===== src/rtl/rp_pkg.sv =====
package rp_pkg;

    typedef enum logic [1:0] {
        RM_NEAR = 2'd0,
        RM_ZERO = 2'd1,
        RM_UP   = 2'd2,
        RM_DOWN = 2'd3
    } rp_rmode_e;

    typedef struct packed {
        logic inexact;
        logic underflow;
        logic overflow;
    } rp_flags_t;

endpackage


===== src/rtl/rp_sticky_shift.sv =====
module rp_sticky_shift #(
    parameter int SIG_W   = 27,
    parameter int SHAMT_W = $clog2(SIG_W)
) (
    input  logic [SIG_W-1:0]   sig_i,
    input  logic [SHAMT_W-1:0] shamt_i,
    input  logic               sat_i,
    output logic [SIG_W-1:0]   sig_o
);
    logic [SIG_W-1:0] stg [SHAMT_W+1];

    assign stg[0] = sig_i;

    // log-depth shifter: every stage folds the bits it drops into bit 0
    for (genvar k = 0; k < SHAMT_W; k++) begin : g_stage
        localparam int STEP = 1 << k;
        logic [SIG_W-1:0] moved;
        assign moved = (stg[k] >> STEP) | {{(SIG_W-1){1'b0}}, |stg[k][STEP-1:0]};
        assign stg[k+1] = shamt_i[k] ? moved : stg[k];
    end

    always_comb begin
        if (sat_i) begin
            sig_o = {{(SIG_W-1){1'b0}}, |sig_i};
        end else begin
            sig_o = stg[SHAMT_W];
        end
    end

    // a nonzero significand never vanishes through the shift
    always_comb begin
        sticky_keep_chk: assert (!(|sig_i) || (|sig_o));
    end

endmodule


===== src/rtl/rp_round_inc.sv =====
module rp_round_inc
    import rp_pkg::*;
#(
    parameter int SIG_W = 27,
    parameter int GRS   = 3
) (
    input  logic             sign_i,
    input  rp_rmode_e        mode_i,
    input  logic [SIG_W-1:0] sig_i,
    output logic [SIG_W:0]   sum_o,
    output logic             lost_o
);
    logic [SIG_W:0] inc;

    assign lost_o = |sig_i[GRS-1:0];

    always_comb begin
        inc = '0;
        if (lost_o) begin
            unique case (mode_i)
                RM_NEAR: begin
                    inc[GRS-1:0] = {GRS{1'b1}} >> 1;
                    inc = inc + {{SIG_W{1'b0}}, sig_i[GRS]};
                end
                RM_ZERO: inc = '0;
                RM_UP:   inc[GRS] = ~sign_i;
                RM_DOWN: inc[GRS] = sign_i;
                default: inc = '0;
            endcase
        end
    end

    assign sum_o = {1'b0, sig_i} + inc;

    // an exact significand passes through unchanged
    always_comb begin
        exact_pass_chk: assert (lost_o || (sum_o == {1'b0, sig_i}));
    end

endmodule


===== src/rtl/rp_sat_word.sv =====
module rp_sat_word
    import rp_pkg::*;
#(
    parameter int EF_W   = 8,
    parameter int FRAC_W = 23,
    parameter int WORD_W = 1 + EF_W + FRAC_W
) (
    input  logic              sign_i,
    input  rp_rmode_e         mode_i,
    output logic [WORD_W-1:0] ftz_word_o,
    output logic [WORD_W-1:0] ovf_word_o
);
    localparam logic [WORD_W-2:0] MAG_INF = {{EF_W{1'b1}}, {FRAC_W{1'b0}}};
    localparam logic [WORD_W-2:0] MAG_MAX = {{(EF_W-1){1'b1}}, 1'b0, {FRAC_W{1'b1}}};
    localparam logic [WORD_W-2:0] MAG_MIN = {{(WORD_W-2){1'b0}}, 1'b1};

    logic away;

    // away from zero in the direction of the sign
    assign away = ((mode_i == RM_UP) && !sign_i) || ((mode_i == RM_DOWN) && sign_i);

    always_comb begin
        ftz_word_o = {sign_i, away ? MAG_MIN : {(WORD_W-1){1'b0}}};
        ovf_word_o = {sign_i, (away || (mode_i == RM_NEAR)) ? MAG_INF : MAG_MAX};
    end

endmodule


===== src/rtl/rp_round_pack.sv =====
module rp_round_pack
    import rp_pkg::*;
#(
    parameter int EXP_W  = 10,
    parameter int EF_W   = 8,
    parameter int FRAC_W = 23,
    parameter int GRS    = 3
) (
    input  logic                 clk_i,
    input  logic                 rst_ni,
    input  logic                 in_valid_i,
    input  logic                 in_sign_i,
    input  logic [EXP_W-1:0]     in_exp_i,
    input  logic [FRAC_W+GRS:0]  in_sig_i,
    input  logic [1:0]           rnd_mode_i,
    input  logic                 ftz_en_i,
    input  logic                 uf_trap_en_i,
    output logic                 out_valid_o,
    output logic [EF_W+FRAC_W:0] out_word_o,
    output logic                 out_inexact_o,
    output logic                 out_underflow_o,
    output logic                 out_overflow_o
);
    localparam int SIG_W   = FRAC_W + 1 + GRS;
    localparam int WORD_W  = 1 + EF_W + FRAC_W;
    localparam int XW      = EXP_W + 2;
    localparam int SHAMT_W = $clog2(SIG_W);
    localparam int BIAS    = (1 << (EF_W - 1)) - 1;
    localparam logic signed [XW-1:0] EMIN_X = XW'(1 - BIAS);
    localparam logic signed [XW-1:0] EMAX_X = XW'(BIAS);
    localparam logic signed [XW-1:0] BIAS_X = XW'(BIAS);
    localparam logic signed [XW-1:0] SIG_X  = XW'(SIG_W);
    localparam logic [SIG_W-1:0]     GRS_MASK = {{(SIG_W-GRS){1'b0}}, {GRS{1'b1}}};

    typedef struct packed {
        logic              valid;
        logic [WORD_W-1:0] word;
        rp_flags_t         flags;
    } stage_t;

    stage_t stage_d, stage_q;

    rp_rmode_e          mode;
    logic signed [XW-1:0] xe, es, xe_a, xe_c, ef_full;
    logic               below, at_m1, sat, nt_hit;
    logic [SIG_W-1:0]   shifted, sig_a, sig_c;
    logic [SIG_W:0]     pre_sum, post_sum;
    logic               pre_lost, post_lost;
    logic [WORD_W-1:0]  ftz_word, ovf_word;
    logic [FRAC_W:0]    mant;
    logic               unused_bits;

    assign mode  = rp_rmode_e'(rnd_mode_i);
    assign xe    = {{2{in_exp_i[EXP_W-1]}}, in_exp_i};
    assign below = xe < EMIN_X;
    assign at_m1 = xe == (EMIN_X - XW'(1));
    assign es    = EMIN_X - xe;
    assign sat   = es >= SIG_X;

    rp_sticky_shift #(.SIG_W(SIG_W), .SHAMT_W(SHAMT_W)) u_shift (
        .sig_i   (in_sig_i),
        .shamt_i (es[SHAMT_W-1:0]),
        .sat_i   (sat),
        .sig_o   (shifted)
    );

    // rounding of the raw value, used only to detect "not tiny" at Emin-1
    rp_round_inc #(.SIG_W(SIG_W), .GRS(GRS)) u_pre_round (
        .sign_i (in_sign_i),
        .mode_i (mode),
        .sig_i  (in_sig_i),
        .sum_o  (pre_sum),
        .lost_o (pre_lost)
    );

    rp_sat_word #(.EF_W(EF_W), .FRAC_W(FRAC_W), .WORD_W(WORD_W)) u_sat (
        .sign_i     (in_sign_i),
        .mode_i     (mode),
        .ftz_word_o (ftz_word),
        .ovf_word_o (ovf_word)
    );

    assign nt_hit = below && !ftz_en_i && at_m1 && pre_sum[SIG_W];

    // select the significand that enters the final rounding
    always_comb begin
        sig_a = in_sig_i;
        xe_a  = xe;
        if (nt_hit) begin
            sig_a = pre_sum[SIG_W:1] & ~GRS_MASK;
            xe_a  = EMIN_X;
        end else if (below) begin
            sig_a = shifted;
            xe_a  = EMIN_X;
        end
    end

    rp_round_inc #(.SIG_W(SIG_W), .GRS(GRS)) u_post_round (
        .sign_i (in_sign_i),
        .mode_i (mode),
        .sig_i  (sig_a),
        .sum_o  (post_sum),
        .lost_o (post_lost)
    );

    always_comb begin
        sig_c   = post_sum[SIG_W] ? post_sum[SIG_W:1] : post_sum[SIG_W-1:0];
        xe_c    = xe_a + {{(XW-1){1'b0}}, post_sum[SIG_W]};
        mant    = sig_c[SIG_W-1:GRS];
        ef_full = xe_c + BIAS_X;
    end

    assign unused_bits = ^{pre_sum[0], pre_lost, sig_c[GRS-1:0], ef_full[XW-1:EF_W]};

    always_comb begin
        stage_d       = '0;
        stage_d.valid = in_valid_i;
        if (!in_valid_i) begin
            stage_d = '0;
        end else if (below && ftz_en_i) begin
            stage_d.word            = ftz_word;
            stage_d.flags.inexact   = 1'b1;
            stage_d.flags.underflow = 1'b1;
        end else begin
            stage_d.flags.inexact   = nt_hit | post_lost;
            stage_d.flags.underflow = post_lost & ~sig_a[SIG_W-1];
            if (xe_c > EMAX_X) begin
                stage_d.word           = ovf_word;
                stage_d.flags.overflow = 1'b1;
                stage_d.flags.inexact  = 1'b1;
            end else if (!mant[FRAC_W]) begin
                stage_d.word = {in_sign_i, {EF_W{1'b0}}, mant[FRAC_W-1:0]};
                stage_d.flags.underflow = stage_d.flags.underflow | uf_trap_en_i;
            end else begin
                stage_d.word = {in_sign_i, ef_full[EF_W-1:0], mant[FRAC_W-1:0]};
            end
        end
    end

    always_ff @(posedge clk_i or negedge rst_ni) begin
        if (!rst_ni) begin
            stage_q <= '0;
        end else begin
            stage_q <= stage_d;
        end
    end

    assign out_valid_o     = stage_q.valid;
    assign out_word_o      = stage_q.word;
    assign out_inexact_o   = stage_q.flags.inexact;
    assign out_underflow_o = stage_q.flags.underflow;
    assign out_overflow_o  = stage_q.flags.overflow;


    valid_follow_chk: assert property (@(posedge clk_i) disable iff (!rst_ni)
        in_valid_i |=> out_valid_o);

    idle_quiet_chk: assert property (@(posedge clk_i) disable iff (!rst_ni)
        !in_valid_i |=> !out_valid_o);
    // R2 (input contract: hidden bit set on every valid input)
    hidden_in_chk: assert property (@(posedge clk_i) disable iff (!rst_ni)
        in_valid_i |-> in_sig_i[SIG_W-1]);

    exact_quiet_chk: assert property (@(posedge clk_i) disable iff (!rst_ni)
        (in_valid_i && in_sig_i[GRS-1:0] == '0 && !below && xe <= EMAX_X)
        |=> (out_valid_o && !out_inexact_o && !out_underflow_o && !out_overflow_o));

    ovf_inexact_chk: assert property (@(posedge clk_i) disable iff (!rst_ni)
        (out_valid_o && out_overflow_o) |-> out_inexact_o);

    ovf_word_chk: assert property (@(posedge clk_i) disable iff (!rst_ni)
        (out_valid_o && out_overflow_o) |->
        (out_word_o[WORD_W-2:FRAC_W] == {EF_W{1'b1}} && out_word_o[FRAC_W-1:0] == '0) ||
        (out_word_o[WORD_W-2:FRAC_W] == {{(EF_W-1){1'b1}}, 1'b0} &&
         out_word_o[FRAC_W-1:0] == {FRAC_W{1'b1}}));

    uf_range_chk: assert property (@(posedge clk_i) disable iff (!rst_ni)
        (out_valid_o && out_underflow_o) |->
        (!out_overflow_o && out_word_o[WORD_W-2:FRAC_W] <= EF_W'(1)));

    nan_free_chk: assert property (@(posedge clk_i) disable iff (!rst_ni)
        out_valid_o |->
        !(out_word_o[WORD_W-2:FRAC_W] == {EF_W{1'b1}} && out_word_o[FRAC_W-1:0] != '0));

endmodule


===== config.mk =====
export PLATFORM = sky130hd
export DESIGN_NAME = rp_round_pack
export DESIGN_NICKNAME = d
export VERILOG_FILES = /design/src/rtl/rp_pkg.sv /design/src/rtl/rp_sticky_shift.sv /design/src/rtl/rp_round_inc.sv /design/src/rtl/rp_sat_word.sv /design/src/rtl/rp_round_pack.sv
export SDC_FILE = /design/constraint.sdc
export NUM_CORES = 1
export LEC_CHECK = 0
export ABC_AREA = 1
export BUFFER_PORTS_ARGS = -buffer_cell sky130_fd_sc_hd__buf_2
export CAP_MARGIN = 40
export CORE_UTILIZATION = 64
export CTS_BUF_LIST = sky130_fd_sc_hd__clkbuf_16
export CTS_CLUSTER_SIZE = 40
export DETAILED_ROUTE_END_ITERATION = 16
export PLACE_DENSITY = 0.86
export SYNTH_ARGS = -nofsm -noshare
export SYNTH_HDL_FRONTEND = slang
export SYNTH_SLANG_ARGS = --single-unit

===== constraint.sdc =====
create_clock -name clk_i -period 0.8 [get_ports clk_i]
set_input_delay 0.08 -clock clk_i [delete_from_list [all_inputs] [get_ports clk_i]]
set_output_delay 0.08 -clock clk_i [all_outputs]
set_load 0.05 [all_outputs]

==> results of run 1 <==
-- Yosys cell counts, types with 2 or more instances --
cell      number
o21ai_0       24
buf_2         21
dfrtp_1       36
a21boi_0       2
ha_1          14
nand3b_1       2
nand3_1      138
or2_1          2
inv_1         69
nor3_2         4
a21oi_1       29
buf_6          4
a21oi_2       12
buf_4          5
o31ai_1        2
xor2_1        15
nand2_2       15
inv_2         15
nand2_4        5
nand2_1      294
nor2_4         5
nor2_1        71
nand4_1       19
o21ai_1       12
o21ai_2        4
o211ai_1       4
nand3_2        4
nor2_2         8
xnor2_1        5
nor3_1         8
nor4_1         6
-- stage by stage --
step | utilization [%] | cells
after floorplan | - | 874
after global placement | 93.8 | 1242
after detailed placement | 93.8 | 1242
-- logic make-up after synthesis --
group,Yosys count
and+or+nand+nor,586
xor gates and xnor gates,21
muxes,1
buffers and inverters,117
AOI/OAI and AO/OA,99
DFF,36
adders and majority gates,14
==> run summary, run 1 <==
status: stopped before the end
Exit stage: clock tree synthesis
Log Error: [ERROR DPL-0038] Utilization greater than 100%, impossible to legalize
Net Count, Synth: 933
Synth Instances: 874
CTS Root Cell: clkbuf_16
Post-Synthesis Cell Area: 0.00510 mm2
CTS resizes: 153
Synth Flop Type: dfrtp_1
FFs w/ async S/R, synth: 100%
post-synthesis sequential area ratio: 17.6%
synth unique cells: 51
I/O Pins: 81
Post-synth EDFFs: 0
Compound-Gate Fraction of Synth Area: 11.8%
Synth Register Bits: 36
GPL Wtd Cong: 1.13
CTS Hold Buffers Added: 1
Die W: 91.3 um
synth warn: 0
initial core utilization: 66.1%
fraction of synthesized area in multiplexers: 0.221%
Yosys top cell by area: nand2_1
Synth area leaders: nand2_1, dfrtp_1, nand3_1, nor2_1, inv_1
syn avg cell area: 5.84 um2
CTS max path bufs: 2
postcts setup bufs: 28
H-Tree Level Count: 2
Die Ht: 91.3 um
post-synth top area share: 21.6%
cts bufs inserted: 5
number of port buffers: 80
simple logic cell fraction of the synthesized area: 52.5%
Cell Rows: 32
Placement Setup Slack: -4610 ps
dpl hpwl: 18,000 um
placed inst area: 0.00724 mm2
post-synthesis adder-cell area fraction: 3.43%
XOR/XNOR share of the synthesized area: 3.97%
largest family of logic cells by synthesized area: simple AND/OR/NAND/NOR gates
CTS sink cnt: 36
==> run 2, diff against run 1 <==
--- a/config.mk
+++ b/config.mk
@@ -8,11 +8,9 @@
 export ABC_AREA = 1
 export BUFFER_PORTS_ARGS = -buffer_cell sky130_fd_sc_hd__buf_2
 export CAP_MARGIN = 40
-export CORE_UTILIZATION = 64
-export CTS_BUF_LIST = sky130_fd_sc_hd__clkbuf_16
-export CTS_CLUSTER_SIZE = 40
+export CORE_UTILIZATION = 40
 export DETAILED_ROUTE_END_ITERATION = 16
-export PLACE_DENSITY = 0.86
+export PLACE_DENSITY_LB_ADDON = 0.15
 export SYNTH_ARGS = -nofsm -noshare
 export SYNTH_HDL_FRONTEND = slang
 export SYNTH_SLANG_ARGS = --single-unit
==> run 2 against run 1 <==
The flow now finishes, with violations (setup timing). Synthesized cell count is the same. Area after synthesis unchanged.
==> run summary, run 2 <==
status: finished with violations
failing checks: setup timing
post-layout min period: 4750 ps
final period utilization: 594%
final net count: 1,288
proportion of layout cells with a drive suffix above 1: 50.9%
core area: 0.0122 mm2
worst slew pin tran: 440 ps
WHS: 84.6 ps
vias in the first global route: 6,839
FFs w/ async S/R, synth: 100% (unchanged)
Hold Startpoint: in_valid_i
largest fanout on the critical path: 13
Die W: 115 um (+26%)
antenna diode count: 0
I/O Pins: 81 (unchanged)
final worst slack: -3950 ps
post-synth top area share: 21.6% (unchanged)
Detailed Route WL: 22,000 um
storage element area: 901 um2
syn avg cell area: 5.84 um2 (unchanged)
commonest non-fill, non-tap cell in the layout: buf_4
Net Count, Synth: 933 (unchanged)
Min-Delay Endpoint: out_valid_o
pwr dens: 1190 mW/mm2
cts bufs inserted: 5 (unchanged)
Peak VDD IR: 0.000811 V
CP top delay family: simple AND/OR/NAND/NOR gates
initial antenna violation count: 0
Synth top cells by count: nand2_1, nand3_1, nor2_1
number of fill cells: 983
via/cell ratio: 5.28
GRT Residual Overflow: 0
CTS sink cnt: 36 (unchanged)
synth warn: 0 (unchanged)
CP Buf/Inv Count: 9
CTS tree: built
Iter 0 DRT Violations: 556
Synth Instances: 874 (unchanged)
CTS max path bufs: 2 (unchanged)
final hold vios: 0
critical path endpoint category: flop
Post-synth EDFFs: 0 (unchanged)
RSZ-0062 raised after global routing: yes
HP Class: input port to flop
largest net degree at the start of global routing: 37
Layout area overhead: 81.3%
Placement Setup Slack: -4230 ps (+385 ps)
routed len/inst: 15.7 um
Synth Register Bits: 36 (unchanged)
worst path required time: 1000 ps
synth unique cells: 51 (unchanged)
dpl hpwl: 14,900 um (-17%)
via count: 7,377
Synth Flop Type: dfrtp_1
Cell Rows: 40 (+25%)
CTS Root Cell: clkbuf_16
most frequent cells in the layout: buf_4, nand2_1, nand3_1
Worst path slowest cell: ha_4
antenna-violating nets left: 0
max incr delay on CP: 330 ps
Final Total Pwr: 11.0 mW
Yosys top cell by area: nand2_1
number of port buffers: 80 (unchanged)
crit-path most repeated cell: nand2_2
max cap viols: 0
first-pass GRT wire length: 33,000 um
post-synthesis sequential area ratio: 17.6% (unchanged)
clock-pin transition on the worst setup and hold timing paths: 60 ps
max-slew violation count: 0
DRC: 0
critical path class: input port to flop
Die Ht: 115 um (+26%)
Post-Synthesis Cell Area: 0.00510 mm2 (unchanged)
crit path DAT: 4950 ps
top achievable clock speed: 0.211 GHz
Synth area leaders: nand2_1, dfrtp_1, nand3_1, nor2_1, inv_1
max reg flops: 32
GPL Wtd Cong: 0.997 (-11%)
Hold Path Depth: 2
P_leak: 4.78 nW
area taken by multi-input logic gates: 0.00452 mm2
Slew headroom: 70.4%
First-pass DRT Iterations: 5
H-Tree Level Count: 2 (unchanged)
Die Area: 0.0132 mm2
Critical Path Start Type: input port
total track usage: 31.6%
Reg with most FFs: out_word_o
most common cell in the netlist: nand2_1
initial core utilization: 41.8% (-24 points)
final setup vio count: 70
run 2: cell counts after synthesis:
Identical to the previous run, type by type.
run 2: kinds of logic (layout without fill, tap and decap cells):
family	after synthesis	count (layout)	share of synthesized area, %
DFF	36	36	17.6
and+or+nand+nor	586	586	52.5
adders and majority gates	14	14	3.43
muxes	1	1	0.221
buffers and inverters	117	473	10.3
AOI/OAI and AO/OA	99	99	11.8
xor gates and xnor gates	21	21	3.97
run 2: area by class of cell:
class	count	area share [%]
well taps	168	2.27
clock buffers	5	1.35
repair inverters	3	0.392
inverters	85	3.80
clock inverters	3	0.203
multi-input cells	721	48.9
repair buffers	377	33.4
flip-flops and latches	36	9.73
run 2: how the worst max path moves through the flow:
stage          slack (ps)           from  cells after the start        endpoint
6_report            -3950    in_exp_i[0]                     44   out_word_o[7]
5_1_grt             -4220    in_exp_i[0]                     45  out_word_o[22]
4_1_cts             -3630    in_exp_i[0]                     46   out_word_o[3]
3_5_place_dp        -4230    in_exp_i[1]                     38   out_word_o[7]
3_3_place_gp        -4110    in_exp_i[1]                     38   out_word_o[7]
2_1_floorplan       -4040  rnd_mode_i[1]                     41  out_word_o[14]
run 2: per-layer routing:
layer | wire length, um | track usage [%]
met4 | 1180 | 14.6
met3 | 1230 | 2.85
met1 | 8530 | 37.5
met5 | 0 | 0
met2 | 11000 | 57.4
run 2: metrics by stage:
| step | std cells | util [%] | TNS (ps) | area [um2] |
|---|---|---|---|---|
| floorplan | 874 | - | -133100 | 5230 |
| global placement | 1318 | 60.4 | -138340 | 7380 |
| detailed placement | 1318 | 60.4 | -141570 | 7380 |
| CTS | 1373 | 70.5 | -124950 | 8610 |
| global route | 1398 | 75.8 | -144540 | 9260 |
| finish | 1398 | 75.8 | -134350 | 9260 |
run 2: power breakdown:
group | switching (mW) | internal (mW) | leakage, nW | total [mW]
sequential | 0.0821 | 1.97 | 0.471 | 2.06
combinational | 3.93 | 3.15 | 4.24 | 7.07
clock | 0.730 | 1.15 | 0.0736 | 1.88
run 2: what timing repair did:
item                                    in CTS  in global routing
resized for setup                          171                128
hold buffers                                 1                  0
pin swaps                                   13                 57
gates cloned                                 4                  2
endpoints found under the setup margin      70                 70
setup buffers                               42                 27
hold endpoints to repair                    36                  0
Note: power is estimated with default switching activity, not from simulation.
